<file path="src/rtl/cam_pkg.sv">
package cam_pkg;
   typedef enum logic {WS_IDLE = 1'b0, WS_LOAD = 1'b1} wr_state_t;
endpackage

</file>
<file path="src/rtl/cam_column.sv">
module cam_column #(
   parameter int NIB_W = 4,
   localparam int DEPTH = 1 << NIB_W
) (
   input  logic             clk,
   input  logic             rst_n,
   input  logic             shift_en,
   input  logic             shift_bit,
   input  logic [NIB_W-1:0] rd_addr,
   output logic             rd_bit
);
   logic [DEPTH-1:0] sr;

   always_ff @(posedge clk or negedge rst_n) begin
      if (!rst_n)        sr <= '0;
      else if (shift_en) sr <= {sr[DEPTH-2:0], shift_bit};
   end

   assign rd_bit = sr[rd_addr];

   AST_COLUMN_HOLD: assert property (@(posedge clk) disable iff (!rst_n)
      !shift_en |=> $stable(sr));
endmodule

</file>
<file path="src/rtl/cam_entry.sv">
module cam_entry #(
   parameter int KEY_W = 8,
   parameter int NIB_W = 4,
   localparam int NIBS = KEY_W / NIB_W
) (
   input  logic             clk,
   input  logic             rst_n,
   input  logic             shift_en,
   input  logic [NIB_W-1:0] step,
   input  logic [KEY_W-1:0] new_key,
   input  logic [KEY_W-1:0] srch_key,
   output logic             match
);
   logic [NIBS-1:0] col_hit;

   for (genvar n = 0; n < NIBS; n++) begin : g_col
      logic bit_in;
      assign bit_in = (step == new_key[n*NIB_W +: NIB_W]);
      cam_column #(.NIB_W(NIB_W)) u_col (
         .clk      (clk),
         .rst_n    (rst_n),
         .shift_en (shift_en),
         .shift_bit(bit_in),
         .rd_addr  (srch_key[n*NIB_W +: NIB_W]),
         .rd_bit   (col_hit[n])
      );
   end

   assign match = &col_hit;
endmodule

</file>
<file path="src/rtl/cam_write_seq.sv">
module cam_write_seq
   import cam_pkg::*;
#(
   parameter int ENTRIES = 8,
   parameter int KEY_W   = 8,
   parameter int NIB_W   = 4,
   localparam int IDX_W  = $clog2(ENTRIES),
   localparam logic [NIB_W-1:0] LAST = '1
) (
   input  logic               clk,
   input  logic               rst_n,
   input  logic               wr_start,
   input  logic [IDX_W-1:0]   wr_idx,
   input  logic [KEY_W-1:0]   wr_key,
   output logic               busy,
   output logic [NIB_W-1:0]   step,
   output logic [KEY_W-1:0]   cur_key,
   output logic [ENTRIES-1:0] shift_en
);
   wr_state_t      state;
   logic [IDX_W-1:0] cur_idx;

   always_ff @(posedge clk or negedge rst_n) begin
      if (!rst_n) begin
         state   <= WS_IDLE;
         step    <= '0;
         cur_idx <= '0;
         cur_key <= '0;
      end else begin
         case (state)
            WS_IDLE: if (wr_start) begin
               state   <= WS_LOAD;
               step    <= LAST;
               cur_idx <= wr_idx;
               cur_key <= wr_key;
            end
            WS_LOAD: begin
               if (step == '0) state <= WS_IDLE;
               else            step  <= step - 1'b1;
            end
            default: state <= WS_IDLE;
         endcase
      end
   end

   assign busy = (state == WS_LOAD);

   always_comb begin
      shift_en = '0;
      if (busy) shift_en[cur_idx] = 1'b1;
   end

   AST_BUSY_HOLDS: assert property (@(posedge clk) disable iff (!rst_n)
      busy && (step != '0) |=> busy);
   AST_START_IGNORED: assert property (@(posedge clk) disable iff (!rst_n)
      busy && wr_start |=> $stable(cur_idx) && $stable(cur_key));
   AST_ONE_ENTRY_SHIFTS: assert property (@(posedge clk) disable iff (!rst_n)
      $onehot0(shift_en));
endmodule

</file>
<file path="src/rtl/cam_prio_enc.sv">
module cam_prio_enc #(
   parameter int ENTRIES = 8,
   localparam int IDX_W = $clog2(ENTRIES)
) (
   input  logic [ENTRIES-1:0] req,
   output logic               any,
   output logic [IDX_W-1:0]   idx
);
   always_comb begin
      idx = '0;
      for (int i = ENTRIES - 1; i >= 0; i--)
         if (req[i]) idx = IDX_W'(i);
   end
   assign any = |req;
endmodule

</file>
<file path="src/rtl/cam_match_table.sv">
module cam_match_table #(
   parameter int ENTRIES = 8,
   parameter int KEY_W   = 8,
   parameter int NIB_W   = 4,
   localparam int IDX_W  = $clog2(ENTRIES)
) (
   input  logic             clk,
   input  logic             rst_n,
   input  logic [KEY_W-1:0] srch_key,
   output logic             srch_valid,
   output logic             srch_hit,
   output logic [IDX_W-1:0] srch_idx,
   input  logic             wr_start,
   input  logic [IDX_W-1:0] wr_idx,
   input  logic [KEY_W-1:0] wr_key,
   output logic             busy
);
   if (KEY_W % NIB_W != 0) begin : g_bad_split
      $error("KEY_W must be a multiple of NIB_W");
   end
   if (ENTRIES < 2 || NIB_W < 1) begin : g_bad_size
      $error("need at least two entries and a nibble of one bit");
   end

   logic [NIB_W-1:0]   step;
   logic [KEY_W-1:0]   cur_key;
   logic [ENTRIES-1:0] shift_en;
   logic [ENTRIES-1:0] match;
   logic               any;
   logic [IDX_W-1:0]   enc_idx;

   cam_write_seq #(.ENTRIES(ENTRIES), .KEY_W(KEY_W), .NIB_W(NIB_W)) u_seq (
      .clk     (clk),
      .rst_n   (rst_n),
      .wr_start(wr_start),
      .wr_idx  (wr_idx),
      .wr_key  (wr_key),
      .busy    (busy),
      .step    (step),
      .cur_key (cur_key),
      .shift_en(shift_en)
   );

   for (genvar e = 0; e < ENTRIES; e++) begin : g_entry
      cam_entry #(.KEY_W(KEY_W), .NIB_W(NIB_W)) u_entry (
         .clk     (clk),
         .rst_n   (rst_n),
         .shift_en(shift_en[e]),
         .step    (step),
         .new_key (cur_key),
         .srch_key(srch_key),
         .match   (match[e])
      );
   end

   cam_prio_enc #(.ENTRIES(ENTRIES)) u_enc (
      .req(match),
      .any(any),
      .idx(enc_idx)
   );

   always_ff @(posedge clk or negedge rst_n) begin
      if (!rst_n) begin
         srch_valid <= 1'b0;
         srch_hit   <= 1'b0;
         srch_idx   <= '0;
      end else if (busy) begin
         srch_valid <= 1'b0;
         srch_hit   <= 1'b0;
         srch_idx   <= '0;
      end else begin
         srch_valid <= 1'b1;
         srch_hit   <= any;
         srch_idx   <= any ? enc_idx : '0;
      end
   end

   AST_INVALID_WHILE_BUSY: assert property (@(posedge clk) disable iff (!rst_n)
      busy |=> !srch_valid && !srch_hit);
   AST_MISS_IDX_ZERO: assert property (@(posedge clk) disable iff (!rst_n)
      !srch_hit |-> srch_idx == '0);
   AST_HIT_NEEDS_VALID: assert property (@(posedge clk) disable iff (!rst_n)
      srch_hit |-> srch_valid);
endmodule

</file>
<file path="config.mk">
export PLATFORM = sky130hd
export DESIGN_NAME = cam_match_table
export DESIGN_NICKNAME = d
export VERILOG_FILES = /design/src/rtl/cam_pkg.sv /design/src/rtl/cam_column.sv /design/src/rtl/cam_entry.sv /design/src/rtl/cam_write_seq.sv /design/src/rtl/cam_prio_enc.sv /design/src/rtl/cam_match_table.sv
export SDC_FILE = /design/constraint.sdc
export NUM_CORES = 1
export LEC_CHECK = 0
export BUFFER_PORTS_ARGS = -buffer_cell sky130_fd_sc_hd__buf_2
export CELL_PAD_IN_SITES_DETAIL_PLACEMENT = 2
export CELL_PAD_IN_SITES_GLOBAL_PLACEMENT = 2
export CORE_MARGIN = 3
export CORE_UTILIZATION = 39
export CTS_BUF_LIST = sky130_fd_sc_hd__clkbuf_4
export CTS_CLUSTER_DIAMETER = 30
export CTS_CLUSTER_SIZE = 20
export DETAILED_ROUTE_END_ITERATION = 10
export GPL_TIMING_DRIVEN = 0
export HOLD_SLACK_MARGIN = 0.15
export PLACE_DENSITY_LB_ADDON = 0.1
export SETUP_SLACK_MARGIN = 0.05
export SYNTH_ARGS = -nofsm -noshare
export SYNTH_HDL_FRONTEND = slang
export SYNTH_HIERARCHICAL = 1
export SYNTH_SLANG_ARGS = --single-unit
</file>
<file path="constraint.sdc">
create_clock -name clk -period 2.6 [get_ports clk]
set_input_delay 0.26 -clock clk [delete_from_list [all_inputs] [get_ports clk]]
set_output_delay 0.26 -clock clk [all_outputs]
set_load 0.005 [all_outputs]
</file>
# Word level (Yosys, flattened, before mapping)
# Cells that the tools add are included.
[word_totals] output_inout_bits=6 ff_bits=277 in_bits=22 word_cells=99
[op_classes] muxes=53 eq_ne=4 order_cmp=4 bitwise_logic=1 n_addsub=1 reduce_logical=13
[ops] cell="1-bit binary-select mux with 4-bit select" count=16
[ops] cell="3-bit two-way mux" count=10
[ops] cell="1-bit two-way mux" count=21
[ops] cell="2-bit AND reduction" count=10
[ops] cell="4-bit by 5-bit less-than comparator with 1-bit output (second input constant)" count=2
[ops] cell="4-bit equality test" count=2
[ops] cell="4-bit two-way mux" count=2
[ops] cell="8-bit two-way mux" count=1
[ops] cell="4-bit case mux with 2 select lines" count=1
[ops] cell="8-bit OR reduction" count=1
[ops] cell="4-bit zero test" count=1
[ops] cell="3-bit by 4-bit less-than comparator with 1-bit output (second input constant)" count=1
[ops] cell="2-bit != test (second input constant)" count=2
[ops] cell="4-bit by 1-bit subtractor with 4-bit output (second input constant)" count=1
[ops] cell="1-bit demux with 3-bit select" count=1
[ops] cell="3-bit by 1-bit >= comparator with 1-bit output (second input constant)" count=1
[ops] cell="1-bit case mux with 2 select lines" count=1
[ops] cell="1-bit logical AND" count=1
[ops] cell="1-bit NOT" count=1

# Depth between registers and ports, before layout
# Gate-level depths: netlist of the first run.
[depth] depth_word=13 ltp_mapped=8 depth_no_buf=8

# Cells and area by module
# Netlist of the first run, hierarchy kept.
[modules_own_cells] module="cam_column" seq_area_each_um2=400.4 cells_each=41 instances=16 area_each_um2=725.7
[modules_own_cells] module="cam_entry" seq_area_each_um2=0.0 cells_each=11 instances=8 area_each_um2=101.3
[modules_own_cells] module="cam_write_seq" seq_area_each_um2=400.4 cells_each=84 instances=1 area_each_um2=726.9
[modules_own_cells] module="cam_match_table" seq_area_each_um2=125.1 cells_each=10 instances=1 area_each_um2=161.4
[modules_own_cells] module="cam_prio_enc" seq_area_each_um2=0.0 cells_each=13 instances=1 area_each_um2=81.3

# Least setup slack after synthesis of the first run
# No wires, ideal clock.
[synth_path] path_type="reg2reg" from="register g_entry[4].u_entry.g_col[0].u_col.sr[13]" to="register srch_idx[2]" setup_slack_ps=650 setup_ps=120 t_required_ps=2480 path_stages_with_launch=8 synth_period_minus_slack_ps=1950 n_path_buf=0 t_arrival_ps=1830 path_cell_list="dfrtp_1 -> mux4_1 -> mux2i_1 -> mux2i_1 -> and2_1 -> nor4_2 -> and3b_1 -> and3b_1"
[synth_via] elab_chain_len=10 elab_cells_between_ends=11 cone_classes="mux: 9; reduce/logical: 2"
[synth_rtl] item="from (decl)" line_no="cam_column.sv:12" text="logic [DEPTH-1:0] sr;"
[synth_rtl] item="from (signal assigned)" line_no="cam_column.sv:16" text="else if (shift_en) sr <= {sr[DEPTH-2:0], shift_bit};"
[synth_rtl] item="1-bit binary-select mux with 4-bit select" line_no="cam_column.sv:19" text="assign rd_bit = sr[rd_addr];"
[synth_rtl] item="1-bit two-way mux (not written as such)" line_no="cam_column.sv:19"
[synth_rtl] item="via g_entry[4].u_entry.col_hit[0]" line_no="cam_entry.sv:14" text="logic [NIBS-1:0] col_hit;"
[synth_rtl] item="2-bit AND reduction" line_no="cam_entry.sv:29" text="assign match = &col_hit;"
[synth_rtl] item="via match[4]" line_no="cam_match_table.sv:28" text="logic [ENTRIES-1:0] match;"
[synth_rtl] item="3-bit two-way mux (5 in a row)" line_no="cam_prio_enc.sv:12" text="if (req[i]) idx = IDX_W'(i);"
[synth_rtl] item="via enc_idx[2]" line_no="cam_match_table.sv:30" text="logic [IDX_W-1:0] enc_idx;"
[synth_rtl] item="3-bit two-way mux" line_no="cam_match_table.sv:74" text="srch_idx <= any ? enc_idx : '0;"
[synth_rtl] item="3-bit two-way mux" line_no="cam_match_table.sv:67" text="end else if (busy) begin"
[synth_rtl] item="to (signal assigned)" line_no="cam_match_table.sv:74"
[synth_rtl] item="to (decl)" line_no="cam_match_table.sv:12" text="output logic [IDX_W-1:0] srch_idx,"
# The timed path passes the listed nets, and every way through them passes these cells. The select of a mux whose other input is x is not followed.
# A chain may end at the register's enable or synchronous reset.

# Final worst setup path of the first run
[layout_path] from="input port srch_key[0]" to="register srch_idx[1]"
[layout_via] elab_cells_between_ends=35 cone_classes="mux: 26; reduce/logical: 9"
[layout_lines] item="from (decl)" line_no="cam_match_table.sv:9" text="input logic [KEY_W-1:0] srch_key,"
[layout_lines] item="1-bit binary-select mux with 4-bit select" line_no="cam_column.sv:19"
[layout_lines] item="1-bit two-way mux (not written as such)" line_no="cam_column.sv:19"
[layout_lines] item="via g_entry[6].u_entry.col_hit[0]" line_no="cam_entry.sv:14"
[layout_lines] item="2-bit AND reduction" line_no="cam_entry.sv:29"
[layout_lines] item="via match[6]" line_no="cam_match_table.sv:28"
[layout_lines] item="8-bit OR reduction" line_no="cam_prio_enc.sv:14" text="assign any = |req;"
[layout_lines] item="via any" line_no="cam_match_table.sv:29" text="logic any;"
[layout_lines] item="3-bit two-way mux" line_no="cam_match_table.sv:74"
[layout_lines] item="3-bit two-way mux" line_no="cam_match_table.sv:67"
# The timed path passes the listed nets, and every way through them passes these cells. The select of a mux whose other input is x is not followed.

==> results of run 1 <==
[area by class of cell]
class,instances,area (um2),share of cell area (%)
buffer,34,168,1.09
clock inverter,42,400,2.60
clock buffer,87,653,4.24
timing repair buffer,47,390,2.53
tap,448,561,3.64
multi-input combinational,535,6270,40.7
inverter,5,18.8,0.122
antenna,1,2.50,0.0162
sequential,277,6930,45.0
[cell families after synthesis]
logic type | Yosys count
muxes | 370
DFF | 277
and+or+nand+nor | 90
xor gates and xnor gates | 64
buffers and inverters | 39
AOI/OAI and AO/OA | 9
adders and majority gates | 2
[flip-flops by register name, indices dropped and copies added (netlist names)]
signal,cells
srch_idx,3
srch_hit,1
g_entry.u_entry/g_col.u_col/sr,256
u_seq/cur_key,8
u_seq/busy,1
u_seq/cur_idx,3
srch_valid,1
u_seq/step,4
[stage by stage]
step / std cells / area (um2) / hold slack [ns]
after detailed placement: 1328 / 14200 / 0.185
final: 1476 / 15400 / 0.302
after CTS: 1475 / 15400 / 0.223
after global routing: 1476 / 15400 / 0.236
after global placement: 1326 / 14100 / 0.481
after floorplan: 851 / 13400 / -0.0356
[power by group through the flow]
stage | Sequential, mW | Clock (mW) | Combinational (mW)
2_1_floorplan | 5.86 | 0 | 2.84
3_3_place_gp | 6.09 | 0 | 3.39
3_5_place_dp | 6.25 | 0 | 3.64
4_1_cts | 6.16 | 4.58 | 3.71
5_1_grt | 6.32 | 4.84 | 4.00
6_report | 6.14 | 4.36 | 3.64
[worst min-delay path: cells and delay by family]
family	cells	cell delay, ns
buffers and inverters	2	0.63
and+or+nand+nor	2	0.10
[repair_timing]
item                                    4_1_cts  5_1_grt
hold buffers                                 18        0
endpoints found under the setup margin        0       41
endpoints found under the hold margin       293        0
buffers inserted                              0        0
resized for setup                             0        1
[routing by layer]
metal	part of all wire (%)	wire [um]	global-route usage, %
met1	42	12600	21.4
met2	52	15800	30.2
met3	3.9	1170	3.91
met4	2.0	591	6.15
met5	0	0	0
[final timing paths]
path	startpoint	to	slack (ns)	cells after the start
min reg2reg	g_entry[4].u_entry/g_col[1].u_col/sr[15]	g_entry[4].u_entry/g_col[1].u_col/sr[15]	0.51	1
min	wr_key[7]	u_seq/cur_key[7]	0.30	4
max in group asynchronous	rst_n	g_entry[0].u_entry/g_col[1].u_col/sr[3]	1.28	4
min in group asynchronous	rst_n	g_entry[7].u_entry/g_col[0].u_col/sr[4]	0.65	4
max	srch_key[0]	srch_idx[1]	0.19	8
max reg2reg	g_entry[6].u_entry/g_col[0].u_col/sr[6]	srch_idx[1]	0.30	7
[placed cells by master, fill, tap and decap left out, types with 2 or more instances in the layout]
master / n
buf_2: 58
mux2i_1: 50
and3b_1: 4
ha_1: 2
clkinvlp_4: 4
dlygate4sd3_1: 17
xor2_1: 64
o21ai_0: 2
inv_1: 5
clkinv_1: 15
nand2b_1: 4
dfrtp_1: 276
and2_1: 8
nor4_2: 17
bufinv_16: 8
clkbuf_1: 2
nor3_1: 3
buf_16: 2
inv_2: 4
mux4_1: 64
nor2_1: 12
clkinv_2: 10
clkbuf_4: 87
mux2_2: 256
nand2_1: 36
nor2b_1: 3
==> metrics.md, run 1 <==
| Metric | Value |
|---|---|
| Row count | 67 |
| Via count | 7,793 |
| Largest net degree at the start of global routing | 119 |
| Wirelength per Cell | 20.4 um |
| Vert. Die Dim | 191 um |
| Power Density | 918 nW/um2 |
| DRC viols | 0 |
| Post-synth cell types | 28 |
| Top cell type's share of synthesized area | 51.8% |
| Root Buffer | clkbuf_4 |
| Hold Fails Final Rpt | 0 |
| Clock tree buffer depth | 3 |
| Synth Area in Simple Gates | 4.18% |
| Final ANT Viol Nets | 0 |
| Setup WS post-layout | 0.187 ns |
| I/O pin count | 28 |
| Vias in the first global route | 9,082 |
| Slew Limit Fails | 0 |
| Die area | 36,600 um2 |
| Setup WS pre-CTS | -0.617 ns |
| Status | complete, no violations |
| Most area-consuming cells after synthesis | dfrtp_1 (52%), mux2_2 (22%), mux4_1 (13%), xor2_1 (4.2%), mux2i_1 (3.7%) |
| Largest family of logic cells by synthesized area | multiplexers |
| Comb pwr share | 25.7% |
| Half-perimeter wire length after placement | 19,700 um |
| Post-Synth Adder-Cell Area | 0.187% |
| Clock share of power | 30.8% |
| Final Skew | 0.0424 ns |
| Filler Cell Count | 3,273 |
| Crit Path Class | input pin to flip-flop |
| RSZ-0062 raised after global routing | no |
| Synthesized area per cell | 15.7 um2 |
| WP data required | 3.19 ns |
| Crit-path max cell delay | 0.78 ns |
| Max-Cap Viols | 0 |
| WP buf/inv | 1 |
| Worst-path cell chain | buf_2 > mux4_1 > mux2i_1 > mux2i_1 > and2_1 > nor4_2 > nand3_1 > and3b_1 |
| Overall Power | 14.1 mW |
| CTS Sinks | 277 |
| Slew headroom | 26.2% |
| Chip width | 191 um |
| Sequential share of power | 43.4% |
| Post-Syn Area | 13,400 um2 |
| Synth area leader | dfrtp_1 |
| Post-synth EDFFs | 0 |
| Sw Ratio | 33.0% |
| Min cycle time layout | 2.41 ns |
| Layout area overhead | 15.0% |
| Drt total wl | 30,200 um |
| Syn Inst Count | 851 |
| Nets | 995 |
| Num CTS Buffers | 71 |
| Antenna violations before repair | 1 |
| NetSw | 4.67 mW |
| Clock-pin slew on the worst setup and hold paths | 0.06 ns |
| Delay-heaviest family, CP | multiplexers |
| Synth Register Bits | 277 |
| Post-synth net total | 875 |
| Min-delay worst type | input pin to flip-flop |
| First-pass GRT wire length | 49,800 um |
| Crit-path slowest cell | buf_2 |
| Count leader, synth | dfrtp_1 |
| Yosys warnings | 6 |
| Tightest Pin Transition | 1.11 ns |
| Vias per inst | 5.28 |
| Total negative setup slack | 0 ns |
| Peak Freq | 414 MHz |
| CP max FO | 32 |
| Detailed Route Iter0 Violations | 247 |
| Max VDD drop | 0.000408 V |
| Iteration count of the initial detailed-routing pass | 4 |
| Seq/Total Area, Yosys | 51.8% |
| Crit path top cell by count | mux2i_1 |
| Ratio of cells with drive above 1 in the final layout | 43.8% |
| GRT overflow | 0 |
| Clk_lat worst skew | 0.73 ns |
| Leakage power | 7.87 nW |
| Pint | 9.47 mW |
| Top cells by count, synth | dfrtp_1 (277), mux2_2 (256), mux4_1 (64), xor2_1 (64), mux2i_1 (50) |
| Async set or reset register ratio after synthesis | 100% |
| Post-synthesis compound-gate area fraction | 0.477% |
| CTS tree | yes |
| Post-synthesis mux area share | 37.8% |
| Critical Path Sink Type | flip-flop |
| Worst EP arrival | 3.00 ns |
| Startpoint Class | input pin |
| Placer Congestion | 0.743 |
| # port buffers | 27 |
| Dominant synthesized flop cell | dfrtp_1 |
| Starting Density | 39.7% |
| Finished Core Util | 45.7% |
| Post-Synth XOR/XNOR Area | 4.19% |
| Core area | 33,700 um2 |
| Final setup fails | 0 |
| H-Tree Depth | 3 |
| Period utilisation layout | 92.8% |
| GRT Overall Usage | 17.4% |
Note: power is estimated with default switching activity, not from simulation.
==> run 2: changes to the inputs <==
--- a/config.mk
+++ b/config.mk
@@ -12,3 +12,2 @@
 export CORE_UTILIZATION = 39
-export CTS_BUF_LIST = sky130_fd_sc_hd__clkbuf_4
 export CTS_CLUSTER_DIAMETER = 30
==> constraint.sdc (replaced) <==
create_clock -name clk -period 2.6 [get_ports clk]
set_input_delay 0.52 -clock clk [delete_from_list [all_inputs] [get_ports clk]]
set_output_delay 0.52 -clock clk [all_outputs]
set_load 0.005 [all_outputs]
==> run 2 against run 1 <==
Net effect:
- wire length is 4.4% higher
- maximum frequency is 1.3% higher
- combinational power is essentially flat
- clock-buffer cell count grew 15
- worst setup slack better by 0.031 ns
- first-iteration DRC count is 0.81% lower
- final area is 7.7% higher
- non-clock buffer count is 16 lower
- clock power up 99%
- sequential share of layout area shrank 3.2 points
- critical endpoint unchanged
- via count fell by 0.67%
==> metrics.md, run 2 (synthesized netlist as in run 1, its figures left out) <==
| Metric | Value |
|---|---|
| Status | complete, no violations (unchanged) |
| Placer Congestion | 0.743 (unchanged) |
| Tightest Pin Transition | 0.981 ns (was 1.11 ns) |
| Crit-path slowest cell | mux4_1 (was buf_2) |
| Slew headroom | 34.6% (was 26.2%) |
| Leading cell type in the layout, fill and taps excluded | dfrtp_1 (unchanged) |
| Worst-path cell chain | clkbuf_8 > mux4_1 > mux2i_1 > mux2i_1 > and2_1 > nor4_2 > nand3_1 > and3b_1 (was buf_2 > mux4_1 > mux2i_1 > mux2i_1 > and2_1 > nor4_2 > nand3_1 > and3b_1) |
| CP Launch Point | srch_key[0] (unchanged) |
| Setup WS pre-CTS | -0.877 ns (was -0.617 ns) |
| Chip width | 191 um (unchanged) |
| Leakage power | 8.38 nW (was 7.87 nW) |
| Final Skew | 0.0199 ns (was 0.0424 ns) |
| Hold slack final | 0.181 ns (was 0.302 ns) |
| Total negative setup slack | 0 ns (unchanged) |
| Max-Cap Viols | 0 (unchanged) |
| DRC viols | 0 (unchanged) |
| Peak Freq | 420 MHz (was 414 MHz) |
| Reg2Reg Setup Slack | 0.25 ns (was 0.30 ns) |
| GRT Overall Usage | 18.2% (was 17.4%) |
| Ratio of cells with drive above 1 in the final layout | 44.4% (was 43.8%) |
| Crit Path Class | input pin to flip-flop (unchanged) |
| Slew Limit Fails | 0 (unchanged) |
| Vias in the first global route | 9,190 (was 9,082) |
| Top reg by flops | g_entry.u_entry/g_col.u_col/sr (unchanged) |
| Nets | 979 (was 995) |
| # port buffers | 27 (unchanged) |
| Antenna violations before repair | 0 (was 1) |
| Filler Cell Count | 3,130 (was 3,273) |
| Clk_lat worst skew | 0.57 ns (was 0.73 ns) |
| CP max FO | 32 (unchanged) |
| Via count | 7,741 (was 7,793) |
| CTS Sinks | 277 (unchanged) |
| Row count | 67 (unchanged) |
| Reg-to-reg startpoint | g_entry[6].u_entry/g_col[0].u_col/sr[5] (was g_entry[6].u_entry/g_col[0].u_col/sr[6]) |
| Setup WS post-layout | 0.218 ns (was 0.187 ns) |
| Crit path top cell by count | mux2i_1 (unchanged) |
| Layout area overhead | 23.9% (was 15.0%) |
| GRT overflow | 0 (unchanged) |
| Half-perimeter wire length after placement | 19,700 um (unchanged) |
| Min cycle time layout | 2.38 ns (was 2.41 ns) |
| Hold wc startpoint | wr_key[2] (was wr_key[7]) |
| Final ANT Viol Nets | 0 (unchanged) |
| Antenna Cells | 0 (was 1) |
| Max FFs per register | 256 (unchanged) |
| Largest net degree at the start of global routing | 119 (unchanged) |
| I/O pin count | 28 (unchanged) |
| Min-delay worst type | input pin to flip-flop (unchanged) |
| Vias per inst | 5.31 (was 5.28) |
| Top flop regs | g_entry.u_entry/g_col.u_col/sr: 256 flops, u_seq/cur_key: 8 flops, u_seq/step: 4 flops (unchanged) |
| Iteration count of the initial detailed-routing pass | 4 (unchanged) |
| H-Tree Depth | 3 (unchanged) |
| Power Density | 1110 nW/um2 (was 918 nW/um2) |
| Final setup fails | 0 (unchanged) |
| Most frequent cells in the layout | dfrtp_1 (276), mux2_2 (256), clkbuf_16 (71) (was dfrtp_1 (276), mux2_2 (256), clkbuf_4 (87)) |
| CTS tree | yes (unchanged) |
| Crit-path max cell delay | 0.65 ns (was 0.78 ns) |
| Overall Power | 18.5 mW (was 14.1 mW) |
| Max VDD drop | 0.000576 V (was 0.000408 V) |
| Die area | 36,600 um2 (unchanged) |
| RSZ-0062 raised after global routing | no (unchanged) |
| First-pass GRT wire length | 51,900 um (was 49,800 um) |
| Period utilisation layout | 91.6% (was 92.8%) |
| WP data required | 3.04 ns (was 3.19 ns) |
| Clock tree buffer depth | 3 (unchanged) |
| Drt total wl | 31,500 um (was 30,200 um) |
| Core area | 33,700 um2 (unchanged) |
| Hold Fails Final Rpt | 0 (unchanged) |
| Detailed Route Iter0 Violations | 245 (was 247) |
| Num CTS Buffers | 71 (unchanged) |
| Delay-heaviest family, CP | simple AND/OR/NAND/NOR gates (was multiplexers) |
| Vert. Die Dim | 191 um (unchanged) |
| Wirelength per Cell | 21.6 um (was 20.4 um) |
| Critical Path Sink Type | flip-flop (unchanged) |
| Starting Density | 39.7% (unchanged) |
| Clock-pin slew on the worst setup and hold paths | 0.04 ns (was 0.06 ns) |
| Startpoint Class | input pin (unchanged) |
| Root Buffer | clkbuf_16 (was clkbuf_4) |
| Worst EP arrival | 2.82 ns (was 3.00 ns) |
| WP buf/inv | 1 (unchanged) |
run 2: changes by cell type in the layout (fill, tap and decap cells not counted), sizes merged:
cell and change:
buf -4, inv +1, diode -1, clkbuf +18, clkinv -13, dlygate4sd3 -15
bufinv -2, clkinvlp -1
run 2: worst register-to-register path, delay by kind of cell (launching register included):
family / cells / cell delay, ns
simple gates: 4 / 1.00
mux: 3 / 0.85
flops: 1 / 0.38
run 2: what timing repair did:
action                                 4_1_cts  5_1_grt
pin swaps                                    0        0
hold buffers                                 2        0
setup buffers                                0        0
endpoints found under the hold margin       43        0
setup endpoints to repair                    4       44
gates resized for setup                      3        6
run 2: worst paths after layout:
path / end / depth (start not counted)
worst max-delay path: srch_idx[1] / 8
worst min-delay path: u_seq/cur_key[2] / 3
worst max register to register: srch_idx[1] / 7
worst min register to register: g_entry[4].u_entry/g_col[1].u_col/sr[15] / 1
max in group asynchronous: g_entry[1].u_entry/g_col[1].u_col/sr[1] / 3
min in group asynchronous: g_entry[7].u_entry/g_col[0].u_col/sr[5] / 2
run 2: final cells by class:
type	instances	area, um2	area share (%)
clock buffer	102	2040	12.3
multi-input combinational	535	6280	37.8
tap	448	561	3.38
buffer	34	168	1.01
clock inverter	27	349	2.10
timing repair buffer	31	240	1.45
sequential	277	6930	41.8
inverter	5	18.8	0.113
run 2: metal layers:
metal	GRT usage [%]	part of all wire [%]	vias to the layer above
met5	0	0	-
met4	6.80	2.2	0
met3	3.80	3.3	57
met2	31.7	52	124
met1	22.2	42	4119
li1	-	-	3441
run 2: power breakdown:
group          total [mW]  internal [mW]  leakage, nW  switching [mW]
sequential           6.18           5.12         3.82            1.05
combinational        3.61           1.91         3.38            1.70
clock                8.68           6.03         1.17            2.65
run 2: per-stage QoR:
stage	cell area (um2)	cells	util, %
global route	16600	1459	49.2
finish	16600	1459	49.2
CTS	16600	1459	49.2
floorplan	13400	851	-
detailed placement	14200	1328	42.0
global placement	14100	1326	41.8
